**src/rtl/pause_gen_pkg.sv**
```systemverilog
package pause_gen_pkg;

    localparam int WORD_W    = 16;
    localparam int HDR_WORDS = 9;

    localparam logic [WORD_W-1:0] QUANTA_HALT   = 16'hFFFF;
    localparam logic [WORD_W-1:0] QUANTA_RESUME = 16'h0000;

    typedef enum logic [1:0] {
        FB_IDLE,
        FB_HEADER,
        FB_PAD
    } fb_state_e;

    // One flow-control request: halt=1 asks the partner to stop, halt=0 resumes
    typedef struct packed {
        logic valid;
        logic halt;
    } pause_req_t;

    function automatic logic [WORD_W-1:0] quanta_of(input logic halt);
        return halt ? QUANTA_HALT : QUANTA_RESUME;
    endfunction

    // Word at position idx of a MAC Control PAUSE frame (no FCS)
    function automatic logic [WORD_W-1:0] frame_word(
        input int unsigned       idx,
        input logic [47:0]       mac,
        input logic [WORD_W-1:0] quanta
    );
        logic [WORD_W-1:0] w;
        case (idx)
            0:       w = 16'h0180;       // reserved multicast destination
            1:       w = 16'hC200;
            2:       w = 16'h0001;
            3:       w = mac[47:32];     // source, high part first
            4:       w = mac[31:16];
            5:       w = mac[15:0];
            6:       w = 16'h8808;       // MAC Control ethertype
            7:       w = 16'h0001;       // PAUSE opcode
            8:       w = quanta;
            default: w = '0;             // padding
        endcase
        return w;
    endfunction

endpackage

```
**src/rtl/pg_watermark.sv**
```systemverilog
module pg_watermark
    import pause_gen_pkg::*;
#(
    parameter int OCC_W     = 17,
    parameter int HIGH_MARK = 32768,
    parameter int LOW_MARK  = 19660
) (
    input  logic             clk,
    input  logic             rst,
    input  logic [OCC_W-1:0] occupancy,
    output pause_req_t       req
);

    localparam logic [OCC_W-1:0] HIGH_LVL = OCC_W'(HIGH_MARK);
    localparam logic [OCC_W-1:0] LOW_LVL  = OCC_W'(LOW_MARK);

    logic halted;

    always_ff @(posedge clk) begin
        if (rst) begin
            halted <= 1'b0;
            req    <= '0;
        end else begin
            req <= '0;
            if (!halted && occupancy >= HIGH_LVL) begin
                halted     <= 1'b1;
                req.valid  <= 1'b1;
                req.halt   <= 1'b1;
            end else if (halted && occupancy <= LOW_LVL) begin
                halted     <= 1'b0;
                req.valid  <= 1'b1;
                req.halt   <= 1'b0;
            end
        end
    end

endmodule

```
**src/rtl/pg_req_queue.sv**
```systemverilog
module pg_req_queue
    import pause_gen_pkg::*;
(
    input  logic       clk,
    input  logic       rst,
    input  pause_req_t new_req,
    input  logic       take,
    output pause_req_t pending
);

    // Single slot: the newest request always overwrites an older one
    always_ff @(posedge clk) begin
        if (rst) begin
            pending <= '0;
        end else if (new_req.valid) begin
            pending <= new_req;
        end else if (take) begin
            pending.valid <= 1'b0;
        end
    end

endmodule

```
**src/rtl/pg_frame_builder.sv**
```systemverilog
module pg_frame_builder
    import pause_gen_pkg::*;
#(
    parameter int MIN_FRAME_BYTES = 60
) (
    input  logic              clk,
    input  logic              rst,
    input  pause_req_t        pending,
    input  logic [47:0]       local_mac,
    input  logic              tx_ready,
    output logic              take,
    output logic              tx_valid,
    output logic [WORD_W-1:0] tx_data,
    output logic              tx_sof,
    output logic              tx_eof
);

    localparam int FRAME_WORDS = MIN_FRAME_BYTES / 2;
    localparam int IDX_W       = $clog2(FRAME_WORDS);
    localparam logic [IDX_W-1:0] LAST_IDX = IDX_W'(FRAME_WORDS - 1);
    localparam logic [IDX_W-1:0] HDR_LAST = IDX_W'(HDR_WORDS - 1);

    fb_state_e         state;
    logic [IDX_W-1:0]  idx;
    logic [WORD_W-1:0] quanta_q;
    logic [47:0]       mac_q;

    assign take     = (state == FB_IDLE) && pending.valid;
    assign tx_valid = (state != FB_IDLE);
    assign tx_data  = frame_word(int'(idx), mac_q, quanta_q);
    assign tx_sof   = tx_valid && (idx == '0);
    assign tx_eof   = tx_valid && (idx == LAST_IDX);

    always_ff @(posedge clk) begin
        if (rst) begin
            state    <= FB_IDLE;
            idx      <= '0;
            quanta_q <= '0;
            mac_q    <= '0;
        end else begin
            case (state)
                FB_IDLE: begin
                    if (pending.valid) begin
                        quanta_q <= quanta_of(pending.halt);
                        mac_q    <= local_mac;
                        idx      <= '0;
                        state    <= FB_HEADER;
                    end
                end
                FB_HEADER: begin
                    if (tx_ready) begin
                        idx <= idx + 1'b1;
                        if (idx == HDR_LAST) state <= FB_PAD;
                    end
                end
                FB_PAD: begin
                    if (tx_ready) begin
                        if (idx == LAST_IDX) begin
                            idx   <= '0;
                            state <= FB_IDLE;
                        end else begin
                            idx <= idx + 1'b1;
                        end
                    end
                end
                default: state <= FB_IDLE;
            endcase
        end
    end

endmodule

```
**src/rtl/pause_frame_gen.sv**
```systemverilog
module pause_frame_gen
    import pause_gen_pkg::*;
#(
    parameter int CAP_BYTES       = 65536,
    parameter int HIGH_PCT        = 50,
    parameter int LOW_PCT         = 30,
    parameter int MIN_FRAME_BYTES = 60,
    localparam int OCC_W          = $clog2(CAP_BYTES + 1)
) (
    input  logic             clk,
    input  logic             rst,
    input  logic [OCC_W-1:0] occupancy,
    input  logic [47:0]      local_mac,
    input  logic             tx_ready,
    output logic             tx_valid,
    output logic [15:0]      tx_data,
    output logic             tx_sof,
    output logic             tx_eof
);

    localparam int HIGH_MARK = (CAP_BYTES * HIGH_PCT) / 100;
    localparam int LOW_MARK  = (CAP_BYTES * LOW_PCT) / 100;

    pause_req_t wm_req;
    pause_req_t pend_req;
    logic       take;

    pg_watermark #(
        .OCC_W     (OCC_W),
        .HIGH_MARK (HIGH_MARK),
        .LOW_MARK  (LOW_MARK)
    ) u_watermark (
        .clk       (clk),
        .rst       (rst),
        .occupancy (occupancy),
        .req       (wm_req)
    );

    pg_req_queue u_queue (
        .clk     (clk),
        .rst     (rst),
        .new_req (wm_req),
        .take    (take),
        .pending (pend_req)
    );

    pg_frame_builder #(
        .MIN_FRAME_BYTES (MIN_FRAME_BYTES)
    ) u_builder (
        .clk       (clk),
        .rst       (rst),
        .pending   (pend_req),
        .local_mac (local_mac),
        .tx_ready  (tx_ready),
        .take      (take),
        .tx_valid  (tx_valid),
        .tx_data   (tx_data),
        .tx_sof    (tx_sof),
        .tx_eof    (tx_eof)
    );

endmodule

```
**config.mk**
```make
export PLATFORM = sky130hd
export DESIGN_NAME = pause_frame_gen
export DESIGN_NICKNAME = d
export VERILOG_FILES = /design/src/rtl/pause_gen_pkg.sv /design/src/rtl/pg_watermark.sv /design/src/rtl/pg_req_queue.sv /design/src/rtl/pg_frame_builder.sv /design/src/rtl/pause_frame_gen.sv
export SDC_FILE = /design/constraint.sdc
export NUM_CORES = 1
export LEC_CHECK = 0
export ABC_AREA = 1
export BUFFER_PORTS_ARGS = -buffer_cell sky130_fd_sc_hd__buf_2
export CAP_MARGIN = 10
export CORE_MARGIN = 4
export CORE_UTILIZATION = 40
export CTS_CLUSTER_SIZE = 40
export DETAILED_ROUTE_END_ITERATION = 10
export GPL_ROUTABILITY_DRIVEN = 0
export PLACE_DENSITY = 0.68
export SLEW_MARGIN = 20
export SYNTH_ARGS = -nofsm -noshare
export SYNTH_HDL_FRONTEND = slang
export SYNTH_HIERARCHICAL = 1
export SYNTH_SLANG_ARGS = --single-unit
```
**constraint.sdc**
```tcl
create_clock -name clk -period 1.31 [get_ports clk]
set_input_delay 0.1965 -clock clk [delete_from_list [all_inputs] [get_ports clk]]
set_output_delay 0.1965 -clock clk [all_outputs]
set_load 0.02 [all_outputs]
```
==> reports/results.env <==
STATUS='finished with violations'
FAILED_CHECKS='negative setup slack'
WORST_SETUP_PATH_ENDPOINT='tx_data[2]'
ASYNCSETRESETFLOPFRACSYNTH=0
SYNTH_TOP_AREA_SHARE=0.3995
ANTENNA_VIOLATIONS_BEFORE_REPAIR=0
CELL_FAMILY_WITH_THE_LARGEST_SHARE_OF_CRITICAL_PATH_DELAY='simple AND/OR/NAND/NOR gates'
TNS_SETUP_PS=-17550
CLOCK-SKEW-FINAL_PS=8.569
CP.ARRIVAL_PS=1740
SEQUENTIAL_CELL_AREA_UM2=1234
WORSTHOLDPATHCELLS=3
CTS.PATH.MAX_BUFFERS=2
MULTI_INPUT_AREA_UM2=2365
FP.DIEAREA_UM2=9104
NUM_ROWS=31
LAYOUT_FILLER_CELL_COUNT=456
DR_TOTAL_VIAS=3893
POSTSYNTHNETCOUNT=516
POWERDENSITY_nW_PER_UM2=1533
CPMAXSTAGEDELAYCELL='dfxtp_4'
POST_SYNTH.CELL_AREA_AVG_UM2=6.963
GRT_PASS1_VIAS=3265
BIGGEST_CELL_DELAY_ALONG_THE_CRITICAL_PATH_PS=370
SYNTH-EDFF-COUNT=0
CRITICAL_PATH.MOST_COMMON_CELL='inv_4'
TIMING.FINAL.WS_SETUP_PS=-625.6
DEEPEST_LEVEL_OF_THE_CTS_H_TREE=3
MAXIMUM_NUMBER_OF_PINS_ON_ONE_NET_BEFORE_GLOBAL_ROUTE_REPAIR=54
WORST_SLEW_MARGIN_REL=0.7812
ROUTE.DETAILED.VIAS_PER_INST=5.692
GRT_PASS1_WL_UM=14930
COUNT_LEADER_SYNTH='nor2_1'
CLKSLEWWORSTSETUPHOLDPATHS_PS=70
SYN2LAYOUT_AREA_GROWTH_PCT=76.01
HP-CLASS='in -> reg'
DIEWIDTH_UM=95.42
SYNTH.CELLS.MOST_FREQUENT='nor2_1 (116), nand2_1 (85), dfxtp_1 (61)'
YS_DOMINANT_REG_CELL='dfxtp_1'
NETLIST-CELL-TYPE-COUNT=30
CRIT_REQUIRED_PS=1110
PLACE.PORT_BUFFERS=86
SYNTH-SEQ-CELLS=61
DETAILEDPLACE.WORSTSLACK_PS=-307.1
SETUP_VIOL=75
WORST_PIN_SLEW_PS=324.7
DRTITER0DRC=391
IR_WORST_VDD_mV=0.6782
DRV.MAX_CAP_VIOLATION_COUNT=0
SYNTH.LARGEST_AREA_CELL='dfxtp_1'
POST-ROUTE-DRC-COUNT=0
TIMING.CRITICAL_PATH.TO_TYPE='output pin'
DETAIL_ROUTE.WL_PER_CELL_UM=20.09
WORSTPATHCELLLIST='inv_4, ha_4, buf_4, inv_4, nor2_4, nand2_1, nand4_1, buf_6'
YS_WARN_COUNT=6
WORSTREG2REGEND='u_builder/idx[2]$_SDFFE_PP0P_'
INITIAL_CELL_DENSITY_OF_THE_CORE=0.4170
GRT_SETUP_UNREPAIRED='yes'
PATH_BUF_INV=4
SLEW_VIOLATIONS=0
MIN_PERIOD_PS=1936
NUMCTSBUFFERS=9
NUM_IO_PINS=87
SYN-CELL-AREA_UM2=3057
FINALHOLDVIOLATIONS=0
CRITICAL_PATH.STARTPOINT='u_builder/idx[0]$_SDFFE_PP0P_'
DIE_HEIGHT_UM=95.42
CTS_TREE='done'
CTS_NUM_SINKS=61
YS_TOP_CELLS_BY_AREA='dfxtp_1 (40%), nor2_1 (14%), nand2_1 (10%)'
DP_HPWL_UM=6345
ROUTED_WL_UM=13740
COUNT_OF_NETS_AFTER_FINISHING=657
DIODE_COUNT=0
DRIVE_ABOVE_1_SHARE=0.5607
GRT_REMAINING_OVERFLOW=0
WORST_SKEW_PAIR.LATE_LATENCY_PS=350
CRITICAL_PATH.STARTPOINT_TYPE='register'
CTS_HOLD_REPAIR.BUFFERS=0
CTS_ROOT_BUFFER='clkbuf_8'
MAX_FREQ_MHz=516.6
SETUP.REG_TO_REG.WORST_SLACK_PS=-310
PERIOD_SHARE=1.478
CRITICAL_PATH.REG2REG.STARTPOINT='u_builder/state[0]$_SDFFE_PP0P_'
SYNTH_SEQUENTIAL_AREA_RATIO=0.3995
WORSTSETUPPATHDEPTH=8
WORST-PATH-MAX-FANOUT=8
DR.PASS1.ITERS=5
GROUTE.USAGE.OVERALL=0.2141
ANT_NETS=0
TIMING.SETUP.CRITICAL_PATH_CLASS='reg -> out'
FF2FF_PATH_DEPTH=9
STATIC-LEAKAGE-POWER_nW=2.372
DESIGN.CORE.AREA_UM2=7331
SYN_INST=439
==> per-stage QoR <==
| stage | area, µm² | utilization | total power, mW | hold slack [ps] | cells |
|---|---|---|---|---|---|
| floorplan | 3141 | - | 3.559 | 258.9 | 439 |
| global placement | 3856 | 0.5260 | 4.206 | 440.3 | 636 |
| detailed placement | 3856 | 0.5260 | 4.269 | 450.3 | 636 |
| CTS | 4532 | 0.6182 | 6.834 | 91.03 | 664 |
| global route | 5380 | 0.7339 | 8.548 | 66.72 | 684 |
| finish | 5380 | 0.7339 | 8.245 | 82.21 | 684 |
==> state kept, by name (all words and copies together) (netlist names) <==
name and count:
u_builder/state 2, u_watermark/halted 1, u_builder/quanta_q 1, u_watermark/req 2
u_builder/idx 5, u_builder/mac_q 48, u_queue/pending 2
==> power by group <==
| part | switching, mW | leakage, nW | internal (mW) |
|---|---|---|---|
| registers | 0.360 | 0.504 | 2.18 |
| clock network | 0.803 | 0.123 | 1.24 |
| logic | 1.94 | 1.74 | 1.73 |
| total | 3.10 | 2.37 | 5.15 |
==> layout make-up <==
class | instances | area share
clock buffer | 12 | 0.03070
clock inverter | 4 | 0.01442
tap | 99 | 0.02302
timing repair buffer | 145 | 0.2351
timing repair inverter | 1 | 0.002093
multi-input combinational | 331 | 0.4395
inverter | 31 | 0.02581
sequential | 61 | 0.2293
==> kinds of logic after synthesis <==
logic type,after synthesis,share of synthesized area
compound gates,66,0.1130
fa+ha+maj,9,0.03684
flops,61,0.3995
simple gates,252,0.3700
buf+inv,50,0.07777
xor+xnor,1,0.002866
==> worst reg2reg max path, stage by stage, from the launching register on <==
cell     delay (ps)
dfxtp_2         350
inv_2            60
ha_4            160
buf_6           110
buf_8           130
a21oi_4         200
nand2_4         110
o21ai_4         180
nand2_2         110
nor2_1          130
==> worst min path at each step <==
stage               slack [ps]                               end                           from
global placement           440  u_builder/mac_q[13]$_SDFFE_PP0P_                  local_mac[13]
floorplan                  260   u_queue/pending[0]$_SDFFE_PP0P_                            rst
global route                70   u_builder/mac_q[7]$_SDFFE_PP0P_                   local_mac[7]
CTS                         90  u_builder/mac_q[13]$_SDFFE_PP0P_                  local_mac[13]
finish                      80  u_builder/mac_q[26]$_SDFFE_PP0P_                  local_mac[26]
detailed placement         450   u_queue/pending[0]$_SDFFE_PP0P_  u_watermark/req[0]$_SDFF_PP0_
==> metal layers <==
metal / wire, µm / share of wire / GRT usage
met2: 6535 / 0.48 / 0.3545
met4: 945 / 0.069 / 0.1256
met5: 0 / 0 / 0
met1: 4899 / 0.36 / 0.2595
met3: 1363 / 0.099 / 0.03788
==> layout by cell type (no fill, tap or decap), types with 2 or more instances in the layout <==
master     Yosys  final
a21oi_1       10      3
a21oi_2        3      6
a21oi_4        0      4
buf_12         0      7
buf_2          5     68
buf_4          0     32
buf_6          4     29
bufinv_16      0      2
clkbuf_16      0      7
clkbuf_8       0     12
dfxtp_1       61     53
dfxtp_2        0      7
ha_2           0      3
ha_4           0      5
inv_1         27     14
inv_2          4     12
inv_4          0      4
nand2_1       85     75
nand2_2        4      8
nand2_4        1      5
nand2_8        0      3
nand3_1       18      6
nand3_2        4     14
nand3_4        1      3
nand4_1        9      9
nor2_1       116     63
nor2_2         2     18
nor2_4         4     43
nor2_8         2      2
nor3_1         3      2
o21ai_0       50     17
o21ai_1        2     11
o21ai_2        1     20
o21ai_4        0      5
==> what timing repair did <==
item / CTS / global route
pin swaps: 37 / 41
setup endpoints to repair: 74 / 69
resized for setup: 94 / 175
buffers inserted: 9 / 8
gates cloned: 3 / 14
(Power assumes the default switching activity.)
